--- src/rtl/mbt_pkg.sv ---
package mbt_pkg;

    typedef enum logic [2:0] {
        S_IDLE,
        S_WALK_WR,
        S_WALK_RD,
        S_WALK_CMP,
        S_PAT_WR,
        S_PAT_RD,
        S_PAT_CMP
    } seq_state_e;

    // Feedback mask for a right-shifting Galois LFSR of the given width.
    function automatic logic [63:0] lfsr_taps(input int width);
        case (width)
            8:       return 64'h0000_0000_0000_00B8;
            16:      return 64'h0000_0000_0000_B400;
            32:      return 64'h0000_0000_8020_0003;
            default: return (64'h1 << (width - 1)) | (64'h1 << (width - 2));
        endcase
    endfunction

endpackage

--- src/rtl/mbt_lfsr.sv ---
module mbt_lfsr #(
    parameter int          DATA_W = 8,
    parameter logic [63:0] SEED   = 64'h5A
) (
    input  logic              clk,
    input  logic              rst,
    input  logic              load,
    input  logic              step,
    output logic [DATA_W-1:0] state
);
    import mbt_pkg::*;

    localparam logic [63:0]       TAPS_FULL = lfsr_taps(DATA_W);
    localparam logic [DATA_W-1:0] TAPS      = TAPS_FULL[DATA_W-1:0];
    localparam logic [DATA_W-1:0] SEED_W    = SEED[DATA_W-1:0];

    always_ff @(posedge clk) begin
        if (rst || load) begin
            state <= SEED_W;
        end else if (step) begin
            state <= (state >> 1) ^ (state[0] ? TAPS : '0);
        end
    end


    lfsr_nonzero_chk: assert property (@(posedge clk) disable iff (rst)
        state != '0);

endmodule

--- src/rtl/mbt_err_fifo.sv ---
module mbt_err_fifo #(
    parameter int REC_W      = 22,
    parameter int FIFO_DEPTH = 16,
    parameter int OVF_W      = 4
) (
    input  logic             clk,
    input  logic             rst,
    input  logic             clr,
    input  logic             push,
    input  logic [REC_W-1:0] push_rec,
    input  logic             pop,
    output logic             valid,
    output logic [REC_W-1:0] head_rec,
    output logic [OVF_W-1:0] ovf
);
    localparam int PTR_W = $clog2(FIFO_DEPTH);
    localparam logic [OVF_W-1:0] OVF_MAX = '1;
    localparam logic [PTR_W:0]   CNT_FULL = (PTR_W + 1)'(FIFO_DEPTH);

    logic [REC_W-1:0] store [FIFO_DEPTH];
    logic [PTR_W-1:0] wp, rp;
    logic [PTR_W:0]   cnt;
    logic             full, do_push, do_pop;

    assign full     = (cnt == CNT_FULL);
    assign do_push  = push && !full;
    assign do_pop   = pop && (cnt != '0);
    assign valid    = (cnt != '0);
    assign head_rec = store[rp];

    always_ff @(posedge clk) begin
        if (do_push && !clr) store[wp] <= push_rec;
    end

    always_ff @(posedge clk) begin
        if (rst || clr) begin
            wp  <= '0;
            rp  <= '0;
            cnt <= '0;
            ovf <= '0;
        end else begin
            if (do_push) wp <= (wp == PTR_W'(FIFO_DEPTH - 1)) ? '0 : wp + 1'b1;
            if (do_pop)  rp <= (rp == PTR_W'(FIFO_DEPTH - 1)) ? '0 : rp + 1'b1;
            cnt <= cnt + (do_push ? 1'b1 : 1'b0) - (do_pop ? 1'b1 : 1'b0);
            if (push && full && ovf != OVF_MAX) ovf <= ovf + 1'b1;
        end
    end


    fifo_bound_chk: assert property (@(posedge clk) disable iff (rst)
        cnt <= CNT_FULL);


    ovf_sat_chk: assert property (@(posedge clk) disable iff (rst)
        (ovf == OVF_MAX && !clr) |=> ovf == OVF_MAX);


    pop_empty_chk: assert property (@(posedge clk) disable iff (rst)
        (pop && cnt == '0 && !push && !clr) |=> cnt == '0);

endmodule

--- src/rtl/mbt_seq.sv ---
module mbt_seq #(
    parameter int ADDR_W    = 6,
    parameter int DATA_W    = 8,
    parameter int WALK_ADDR = 0
) (
    input  logic              clk,
    input  logic              rst,
    input  logic              start,
    output logic              busy,
    output logic              done,
    output logic              pass,
    output logic              clr,
    output logic [ADDR_W-1:0] mem_addr,
    output logic [DATA_W-1:0] mem_wdata,
    output logic              mem_we,
    output logic              mem_re,
    input  logic [DATA_W-1:0] mem_rdata,
    input  logic [DATA_W-1:0] lfsr_state,
    output logic              lfsr_load,
    output logic              lfsr_step,
    output logic              rec_push,
    output logic [ADDR_W-1:0] rec_addr,
    output logic [DATA_W-1:0] rec_exp,
    output logic [DATA_W-1:0] rec_act
);
    import mbt_pkg::*;

    localparam int                DEPTH  = 1 << ADDR_W;
    localparam int                BIT_W  = (DATA_W > 1) ? $clog2(DATA_W) : 1;
    localparam logic [ADDR_W-1:0] LAST   = ADDR_W'(DEPTH - 1);
    localparam logic [BIT_W-1:0]  LASTB  = BIT_W'(DATA_W - 1);
    localparam logic [ADDR_W-1:0] WADDR  = ADDR_W'(WALK_ADDR);

    seq_state_e        state;
    logic [ADDR_W-1:0] addr;
    logic [BIT_W-1:0]  bit_idx;
    logic              inv, done_q, err_seen;
    logic              walking, cmp_en, mismatch;
    logic [DATA_W-1:0] walk_val, pat_val, exp_val;

    assign walking   = (state == S_WALK_WR) || (state == S_WALK_RD) || (state == S_WALK_CMP);
    assign walk_val  = DATA_W'(1) << bit_idx;
    assign pat_val   = lfsr_state ^ {DATA_W{inv}};
    assign exp_val   = walking ? walk_val : pat_val;

    assign mem_we    = (state == S_WALK_WR) || (state == S_PAT_WR);
    assign mem_re    = (state == S_WALK_RD) || (state == S_PAT_RD);
    assign mem_addr  = walking ? WADDR : addr;
    assign mem_wdata = exp_val;

    assign cmp_en    = (state == S_WALK_CMP) || (state == S_PAT_CMP);
    assign mismatch  = cmp_en && (mem_rdata != exp_val);
    assign rec_push  = mismatch;
    assign rec_addr  = mem_addr;
    assign rec_exp   = exp_val;
    assign rec_act   = mem_rdata;

    assign clr       = (state == S_IDLE) && start;
    assign busy      = (state != S_IDLE);
    assign done      = done_q;
    assign pass      = done_q && !err_seen;

    assign lfsr_load = ((state == S_WALK_CMP) && bit_idx == LASTB)
                    || ((state == S_PAT_WR) && addr == LAST)
                    || ((state == S_PAT_CMP) && addr == LAST && !inv);
    assign lfsr_step = (state == S_PAT_WR) || (state == S_PAT_CMP);

    always_ff @(posedge clk) begin
        if (rst) begin
            state    <= S_IDLE;
            addr     <= '0;
            bit_idx  <= '0;
            inv      <= 1'b0;
            done_q   <= 1'b0;
            err_seen <= 1'b0;
        end else begin
            if (mismatch) err_seen <= 1'b1;
            unique case (state)
                S_IDLE: if (start) begin
                    state    <= S_WALK_WR;
                    bit_idx  <= '0;
                    inv      <= 1'b0;
                    done_q   <= 1'b0;
                    err_seen <= 1'b0;
                end
                S_WALK_WR: state <= S_WALK_RD;
                S_WALK_RD: state <= S_WALK_CMP;
                S_WALK_CMP: begin
                    if (bit_idx == LASTB) begin
                        state <= S_PAT_WR;
                        addr  <= '0;
                    end else begin
                        bit_idx <= bit_idx + 1'b1;
                        state   <= S_WALK_WR;
                    end
                end
                S_PAT_WR: begin
                    if (addr == LAST) begin
                        addr  <= '0;
                        state <= S_PAT_RD;
                    end else begin
                        addr <= addr + 1'b1;
                    end
                end
                S_PAT_RD: state <= S_PAT_CMP;
                S_PAT_CMP: begin
                    if (addr == LAST) begin
                        addr <= '0;
                        if (inv) begin
                            state  <= S_IDLE;
                            done_q <= 1'b1;
                        end else begin
                            inv   <= 1'b1;
                            state <= S_PAT_WR;
                        end
                    end else begin
                        addr  <= addr + 1'b1;
                        state <= S_PAT_RD;
                    end
                end
                default: state <= S_IDLE;
            endcase
        end
    end

    // Checker state: pattern writes issued since the current pass began.
    logic [ADDR_W:0] wr_cnt;
    always_ff @(posedge clk) begin
        if (rst) wr_cnt <= '0;
        else if (state == S_PAT_WR) wr_cnt <= (addr == '0) ? 1 : wr_cnt + 1'b1;
    end


    write_all_first_chk: assert property (@(posedge clk) disable iff (rst)
        (state == S_PAT_RD) |-> wr_cnt == (ADDR_W + 1)'(DEPTH));


    walk_read_after_write_chk: assert property (@(posedge clk) disable iff (rst)
        (state == S_WALK_RD) |-> ($past(mem_we) && $past(mem_addr) == mem_addr));


    done_not_busy_chk: assert property (@(posedge clk) disable iff (rst)
        done |-> !busy);

endmodule

--- src/rtl/mem_bus_tester.sv ---
module mem_bus_tester #(
    parameter int          ADDR_W     = 6,
    parameter int          DATA_W     = 8,
    parameter logic [63:0] SEED       = 64'h5A,
    parameter int          WALK_ADDR  = 0,
    parameter int          FIFO_DEPTH = 16,
    parameter int          OVF_W      = 4
) (
    input  logic              clk,
    input  logic              rst,
    input  logic              start,
    output logic              busy,
    output logic              done,
    output logic              pass,
    output logic [ADDR_W-1:0] mem_addr,
    output logic [DATA_W-1:0] mem_wdata,
    output logic              mem_we,
    output logic              mem_re,
    input  logic [DATA_W-1:0] mem_rdata,
    output logic              err_valid,
    input  logic              err_pop,
    output logic [ADDR_W-1:0] err_addr,
    output logic [DATA_W-1:0] err_exp,
    output logic [DATA_W-1:0] err_act,
    output logic [OVF_W-1:0]  err_ovf
);
    localparam int REC_W = ADDR_W + 2 * DATA_W;

    logic              clr, lfsr_load, lfsr_step, rec_push;
    logic [DATA_W-1:0] lfsr_state, rec_exp, rec_act;
    logic [ADDR_W-1:0] rec_addr;
    logic [REC_W-1:0]  head;

    mbt_lfsr #(.DATA_W(DATA_W), .SEED(SEED)) u_lfsr (
        .clk(clk), .rst(rst), .load(lfsr_load), .step(lfsr_step), .state(lfsr_state)
    );

    mbt_seq #(.ADDR_W(ADDR_W), .DATA_W(DATA_W), .WALK_ADDR(WALK_ADDR)) u_seq (
        .clk(clk), .rst(rst), .start(start),
        .busy(busy), .done(done), .pass(pass), .clr(clr),
        .mem_addr(mem_addr), .mem_wdata(mem_wdata), .mem_we(mem_we), .mem_re(mem_re),
        .mem_rdata(mem_rdata),
        .lfsr_state(lfsr_state), .lfsr_load(lfsr_load), .lfsr_step(lfsr_step),
        .rec_push(rec_push), .rec_addr(rec_addr), .rec_exp(rec_exp), .rec_act(rec_act)
    );

    mbt_err_fifo #(.REC_W(REC_W), .FIFO_DEPTH(FIFO_DEPTH), .OVF_W(OVF_W)) u_fifo (
        .clk(clk), .rst(rst), .clr(clr),
        .push(rec_push), .push_rec({rec_addr, rec_exp, rec_act}),
        .pop(err_pop), .valid(err_valid), .head_rec(head), .ovf(err_ovf)
    );

    assign err_addr = head[REC_W-1 -: ADDR_W];
    assign err_exp  = head[2*DATA_W-1 -: DATA_W];
    assign err_act  = head[DATA_W-1:0];

endmodule

--- config.mk ---
export PLATFORM = sky130hd
export DESIGN_NAME = mem_bus_tester
export DESIGN_NICKNAME = d
export VERILOG_FILES = /design/src/rtl/mbt_pkg.sv /design/src/rtl/mbt_lfsr.sv /design/src/rtl/mbt_err_fifo.sv /design/src/rtl/mbt_seq.sv /design/src/rtl/mem_bus_tester.sv
export SDC_FILE = /design/constraint.sdc
export NUM_CORES = 1
export LEC_CHECK = 0
export CAP_MARGIN = 10
export CELL_PAD_IN_SITES_DETAIL_PLACEMENT = 0
export CELL_PAD_IN_SITES_GLOBAL_PLACEMENT = 1
export CORE_MARGIN = 2
export CORE_UTILIZATION = 57
export CTS_CLUSTER_DIAMETER = 120
export DETAILED_ROUTE_END_ITERATION = 8
export PLACE_DENSITY = 0.92
export SYNTH_ARGS = -nofsm -noshare
export SYNTH_HDL_FRONTEND = slang
export SYNTH_HIERARCHICAL = 1
export SYNTH_SLANG_ARGS = --single-unit
--- constraint.sdc ---
create_clock -name clk -period 6.02 [get_ports clk]
set_clock_uncertainty 0.2 [all_clocks]
set_input_delay 1.204 -clock clk [delete_from_list [all_inputs] [get_ports clk]]
set_output_delay 1.204 -clock clk [all_outputs]
set_load 0.05 [all_outputs]
# Word level (Yosys, flattened, before mapping)
# Memory sizes are Yosys's and may differ from the RTL's. A register that Yosys moved wholly into a read port is not among the register bits.
# Cells that the tools add are included.
# Widths: inputs -> output; s select.
[word_totals] inputBits=12 romBits=0 ram_bits=352 ff_bits=40 memories=1 latch_bits=0
[memory_table] name="u_fifo.store" depth=16 word_bits=22 rd=1 rd_ports_with_merged_regs=1 wr=1 line_no="mbt_err_fifo.sv:20" text="logic [REC_W-1:0] store [FIFO_DEPTH];"
[op_classes] bitwise_logic=2 div_mod_pow=0 n_lt_le_gt_ge=0 n_shift=1 multipliers=0 n_mux=32 addsub=7 n_reduce_logical=38 n_eq_ne=19
[op_table] cell="$mux 3" count=7
[op_table] cell="$pmux 3 s7" count=1
[op_table] cell="$mux 6" count=3
[op_table] cell="$mux 4" count=4
[op_table] cell="$mux 8" count=2
[op_table] cell="$add 4x1->4 const B" count=3
[op_table] cell="$eq 3x3->1 const B" count=4
[op_table] cell="$logic_and 1x1->1" count=12
[op_table] cell="$pmux 6 s2" count=1
[op_table] cell="$mux 1" count=11
[op_table] cell="$logic_or 1x1->1" count=10
[op_table] cell="$ne 2x2->1 const B" count=5
[op_table] cell="$eq 4x4->1 const B" count=2
[op_table] cell="$ne 8x8->1" count=1
[op_table] cell="$shl 1x3->8 const A" count=1
[op_table] cell="$xor 7x8->8" count=1
[op_table] cell="$xor 8x8->8" count=1
[op_table] cell="$add 6x1->6 const B" count=1
[op_table] cell="$eq 3x2->1 const B" count=2
[op_table] cell="$eq 6x6->1 const B" count=1
[op_table] cell="$pmux 3 s2" count=1
[op_table] cell="$reduce_and 3->1" count=2
[op_table] cell="$reduce_bool 2->1" count=3
[op_table] cell="$add 5x5->5" count=1
[op_table] cell="14 further kinds" count=19

# Longest topological paths before layout
[logic_depth] depth_word=10 mapped_depth=16 ltp_nobuf=16

# Modules after synthesis
# Netlist, hierarchy kept.
[modules_own_cells] module="mbt_err_fifo" area_each_um2=14412.6 cells_each=668 instances=1 seq_area_each_um2=10990.5
[modules_own_cells] module="mbt_seq" area_each_um2=1380.1 cells_each=174 instances=1 seq_area_each_um2=300.3
[modules_own_cells] module="mbt_lfsr" area_each_um2=316.6 cells_each=30 instances=1 seq_area_each_um2=160.2

# Least setup slack after synthesis
# OpenSTA, ideal clock, no wires.
[synth_path] path_kind="reg2reg" start="register u_seq.state[2]" end="register u_fifo.cnt[4]" period_less_slack_ns=4.304 n_path_buf=0 arrival_ns=4.034 path_slack_ns=1.716 stages_incl_launch_ff=15 path_cell_list="dfxtp_1 > o21bai_4 > mux2i_1 > xor2_1 > nor4_2 > a221oi_2 > nand2_1 > ha_1 > inv_1 > ha_1 > fa_1 > a21oi_1 > nor2_1 > or3_1 > a21oi_1"
[synth_between] elab_chain_len=10
[synth_rtl] item="start: declaration" line_no="mbt_seq.sv:34" text="seq_state_e state;"
[synth_rtl] item="start signal: assignment" line_no="mbt_seq.sv:70" text="state <= S_IDLE;"
[synth_rtl] item="start signal: assignment" line_no="mbt_seq.sv:80" text="state <= S_WALK_WR;"
[synth_rtl] item="start signal: assignment" line_no="mbt_seq.sv:86" text="S_WALK_WR: state <= S_WALK_RD;"
[synth_rtl] item="$eq 3x1->1 or $eq 3x2->1 (tied branches)" line_no="mbt_seq.sv:41" text="assign walking = (state == S_WALK_WR) || (state == S_WALK_RD) || (state == S_WALK_CMP);"
[synth_rtl] item="$logic_or 1x1->1" line_no="mbt_seq.sv:41"
[synth_rtl] item="$logic_or 1x1->1 (*)" line_no="mbt_seq.sv:41"
[synth_rtl] item="$mux 8 (*)" line_no="mbt_seq.sv:44" text="assign exp_val = walking ? walk_val : pat_val;"
[synth_rtl] item="net mem_wdata[6]" line_no="mem_bus_tester.sv:16" text="output logic [DATA_W-1:0] mem_wdata,"
[synth_rtl] item="$ne 8x8->1 (*)" line_no="mbt_seq.sv:52" text="assign mismatch = cmp_en && (mem_rdata != exp_val);"
[synth_rtl] item="$logic_and 1x1->1 (*)" line_no="mbt_seq.sv:52"
[synth_rtl] item="net rec_push" line_no="mem_bus_tester.sv:29" text="logic clr, lfsr_load, lfsr_step, rec_push;"
[synth_rtl] item="$logic_and 1x1->1 (*)" line_no="mbt_err_fifo.sv:26" text="assign do_push = push && !full;"
[synth_rtl] item="$mux 1 (*)" line_no="mbt_err_fifo.sv:44" text="cnt <= cnt + (do_push ? 1'b1 : 1'b0) - (do_pop ? 1'b1 : 1'b0);"
[synth_rtl] item="$add 5x5->5 (*)" line_no="mbt_err_fifo.sv:44"
[synth_rtl] item="$sub 5x5->5 (*)" line_no="mbt_err_fifo.sv:44"
[synth_rtl] item="end signal: assignment" line_no="mbt_err_fifo.sv:44"
[synth_rtl] item="end: declaration" line_no="mbt_err_fifo.sv:22" text="logic [PTR_W:0] cnt;"
# The timed path passes the listed nets; every way through them passes the cells marked *.
# A chain may end at the register's enable or synchronous reset.

==> qor.csv <==
stage,metric,value,unit
clocking,clk root buf,clkbuf_16,
worst_setup_path,worst path cell trace,"buf_4, mux4_2, a22oi_1, nand2_1, clkdlybuf4s50_1",
synthesis,xor/xnor share of the synthesized area,0.0136,
synthesis,Post-Syn Area,16100,sq um
place,GPL Wtd Cong,0.785,
clocking,worst skew pair latency,510,ps
place,Placement Setup Slack,945,ps
clocking,Post-CTS Setup Bufs,0,
routing,routed vias/inst,6.31,
run_status,run status,completed,
finish,layout cell share with drive strength beyond 1,0.222,
worst_setup_path,CP peak stage delay,740,ps
timing,Final min period,4800,ps
clocking,clock-pin slew on the worst setup and hold paths,60,ps
global_route,first-pass GRT wire length,52800,microns
worst_setup_path,"Arr. time, crit path",3400,ps
place,DP Wirelength,19800,microns
power,clock network fraction of design power,0.364,
routing,drt total wl,35100,microns
power,Final Power,6.29,mW
synthesis,Post-synth EDFFs,352,
routing,DRT antenna net count,0,
finish,fillers,1793,
worst_setup_path,required time worst endpoint,4620,ps
global_route,initial antenna violation count,0,
clocking,hold_buf cts,0,
floorplan,Die Ht,172,microns
worst_setup_path,CP endpoint kind,output port,
power,Reg power frac,0.490,
clocking,PostCTS Resize Cnt,0,
worst_setup_path,CP max stage cell,clkdlybuf4s50_1,
timing,total negative slack,0,ps
synthesis,largest cells by area after synthesis,"edfxtp_1, mux4_2, dfxtp_1",
power,Pint,4.78,mW
timing,RSZ-0062 raised after global routing,false,
worst_setup_path,critical path class,reg -> out,
synthesis,synthesized area per cell,18.5,sq um
synthesis,leading area contributor after synthesis,edfxtp_1,
floorplan,Ports,58,
finish,Layout area overhead,13.0,%
routing,DRT Pass-1 Iters,5,
power,Lkg Pwr,5.83,nW
flow_run,Max Cap Violations,0,
synthesis,"flops & latches, synth",396,
clocking,largest buffer count on any clock path,3,
clocking,TritonCTS buffer count,37,
timing,final hold vios,0,
global_route,GR met3 Demand/Resource,0.0442,
routing,WL/cell,26.1,microns
timing,FMAX,208,MHz
finish,final net count,972,
worst_setup_path,peak fanout along the critical path,24,
synthesis,multiplexer share of the synthesized area,0.133,
synthesis,yosys warns,6,
global_route,maximum number of pins on one net before global-route repair,58,
hold_path,worst min-delay path startpoint,u_fifo/rp[1],
clocking,CTS tree,done,
global_route,M2 GR Usage,0.419,
timing,Final Slew Violations,0,
hold_path,Tightest Hold Check Type,reg -> reg,
clocking,Clock Sinks,396,
timing,worst slew pin tran,1280,ps
synthesis,compound-gate portion of the synthesized area,0.0487,
timing,final setup vio count,0,
routing,Iter 0 DRT Violations,755,
global_route,All-Layer GR Usage,0.247,
global_route,GRT overflow,0,
floorplan,chip width,172,microns
worst_setup_path,r2r startpoint,u_seq/state[1],
place,input/output buffers,57,
floorplan,core area,27800,sq um
synthesis,post-synthesis sequential area ratio,0.711,
power,peak supply drop,0.200,mV
power,PD cells,345,nW/um^2
synthesis,adder-cell share of the synthesized area,0.0160,
power,Combinational Power Share,0.145,
synthesis,Synth Area in Simple Gates,0.0470,
floorplan,Rows,61,
synthesis,Syn Inst Count,872,
finish,Post-Route Utilization,0.655,
synthesis,largest family of logic cells by synthesized area,multiplexers,
global_route,Most Crowded Layer GR,met2,
global_route,vias in the first global route,8536,
worst_setup_path,type of origin of the critical path,register,
synthesis,synth unique cells,62,
global_route,met1 usage,0.329,
timing,fin worst setup slack,1220,ps
synthesis,area share of the largest cell type after synthesis,0.656,
power,Switching Share,0.240,
clocking,Max H-tree Level,2,
routing,DRC viols,0,
power,NetSw,1.51,mW
timing,post-route clock period utilization,0.798,
synthesis,"Async S/R FF share, synth",0,
finish,number of diodes,0,
floorplan,Initial Util,0.580,
synthesis,"Net Count, Synth",904,
floorplan,die area,29600,sq um
timing,slew margin rel.,0.144,
synthesis,Synth Flop Type,edfxtp_1,
routing,routed vias,8487,
==> Yosys cell counts, types with 19 or more instances <==
| library cell | number |
|---|---|
| a21oi_1 | 24 |
| a22oi_1 | 25 |
| and2_1 | 23 |
| nor2_1 | 25 |
| buf_4 | 25 |
| dfxtp_1 | 44 |
| mux4_2 | 88 |
| a22oi_2 | 20 |
| ha_1 | 19 |
| inv_1 | 20 |
| edfxtp_1 | 352 |
| nand2_1 | 44 |
==> sequential cells by signal, summed over array words and instances, names as in the netlist, named ones only <==
signal / count
u_lfsr/state: 8
u_fifo/ovf: 4
u_fifo/rp: 4
u_seq/addr: 6
u_fifo/wp: 4
u_fifo/cnt: 5
u_seq/bit_idx: 3
u_seq/inv: 1
u_seq/state: 3
u_seq/done: 1
u_fifo/store: 352
u_seq/err_seen: 1
==> layout by cell type, fill, tap and decap left out, drive strengths merged, types with 9 or more instances in the layout <==
cell type	netlist	routed
a21oi	24	24
a22oi	45	45
and2	24	24
buf	42	33
clkbuf	19	49
clkdlybuf4s50	0	57
clkinv	1	12
dfxtp	44	44
edfxtp	352	352
ha	19	19
inv	24	24
mux2i	13	13
mux4	88	88
nand2	44	44
nand3	12	12
nor2	25	25
nor3	10	10
o21ai	9	9
xnor2	16	16
xor2	9	9
==> worst paths after layout <==
kind	end	slack (ps)	cells past startpoint
max	err_act[0]	1220	5
min	register	300	2
max reg2reg	u_fifo/cnt[4]	1280	14
min reg2reg	register	300	2
==> per-stage QoR <==
step           area, sq um  std cells  hold slack, ps
3_3_place_gp         17000       1279             272
6_report             18200       1344             296
2_1_floorplan        16100        872             241
5_1_grt              18200       1344             320
4_1_cts              18200       1344             291
3_5_place_dp         17000       1279             281
==> power groups by stage <==
stage,combinational (mW),sequential (mW),clock (mW)
after detailed placement,0.913,3.14,0
final,0.914,3.08,2.29
after global routing,0.985,3.09,2.42
after CTS,0.925,3.08,2.32
after floorplan,0.764,3.09,0
after global placement,0.900,3.14,0
==> per-layer routing <==
layer / up-vias / part of all wire
met5: - / 0
met4: 0 / 0.031
met3: 74 / 0.080
met2: 431 / 0.51
met1: 4396 / 0.38
li1: 3586 / -
==> critical path: cells and delay by family (launching register included) <==
family	cells	cell delay, ps
muxes	1	550
AOI/OAI and AO/OA	1	270
and+or+nand+nor	1	140
buffers and inverters	2	1210
DFF	1	690
==> cells by family after synthesis <==
| family | count (synthesis) |
|---|---|
| xor gates and xnor gates | 25 |
| DFF | 396 |
| adders and majority gates | 20 |
| AOI/OAI and AO/OA | 97 |
| muxes | 103 |
| buffers and inverters | 86 |
| and+or+nand+nor | 145 |
==> layout make-up <==
type | instances | area [sq um] | share of cell area
inverter | 25 | 93.8 | 0.00515
clock buffer | 49 | 971 | 0.0533
timing repair buffer | 90 | 831 | 0.0456
tap | 378 | 473 | 0.0260
sequential | 396 | 11500 | 0.629
multi-input combinational | 390 | 4180 | 0.230
clock inverter | 16 | 201 | 0.0111
Power figures use the tool's default switching activity.
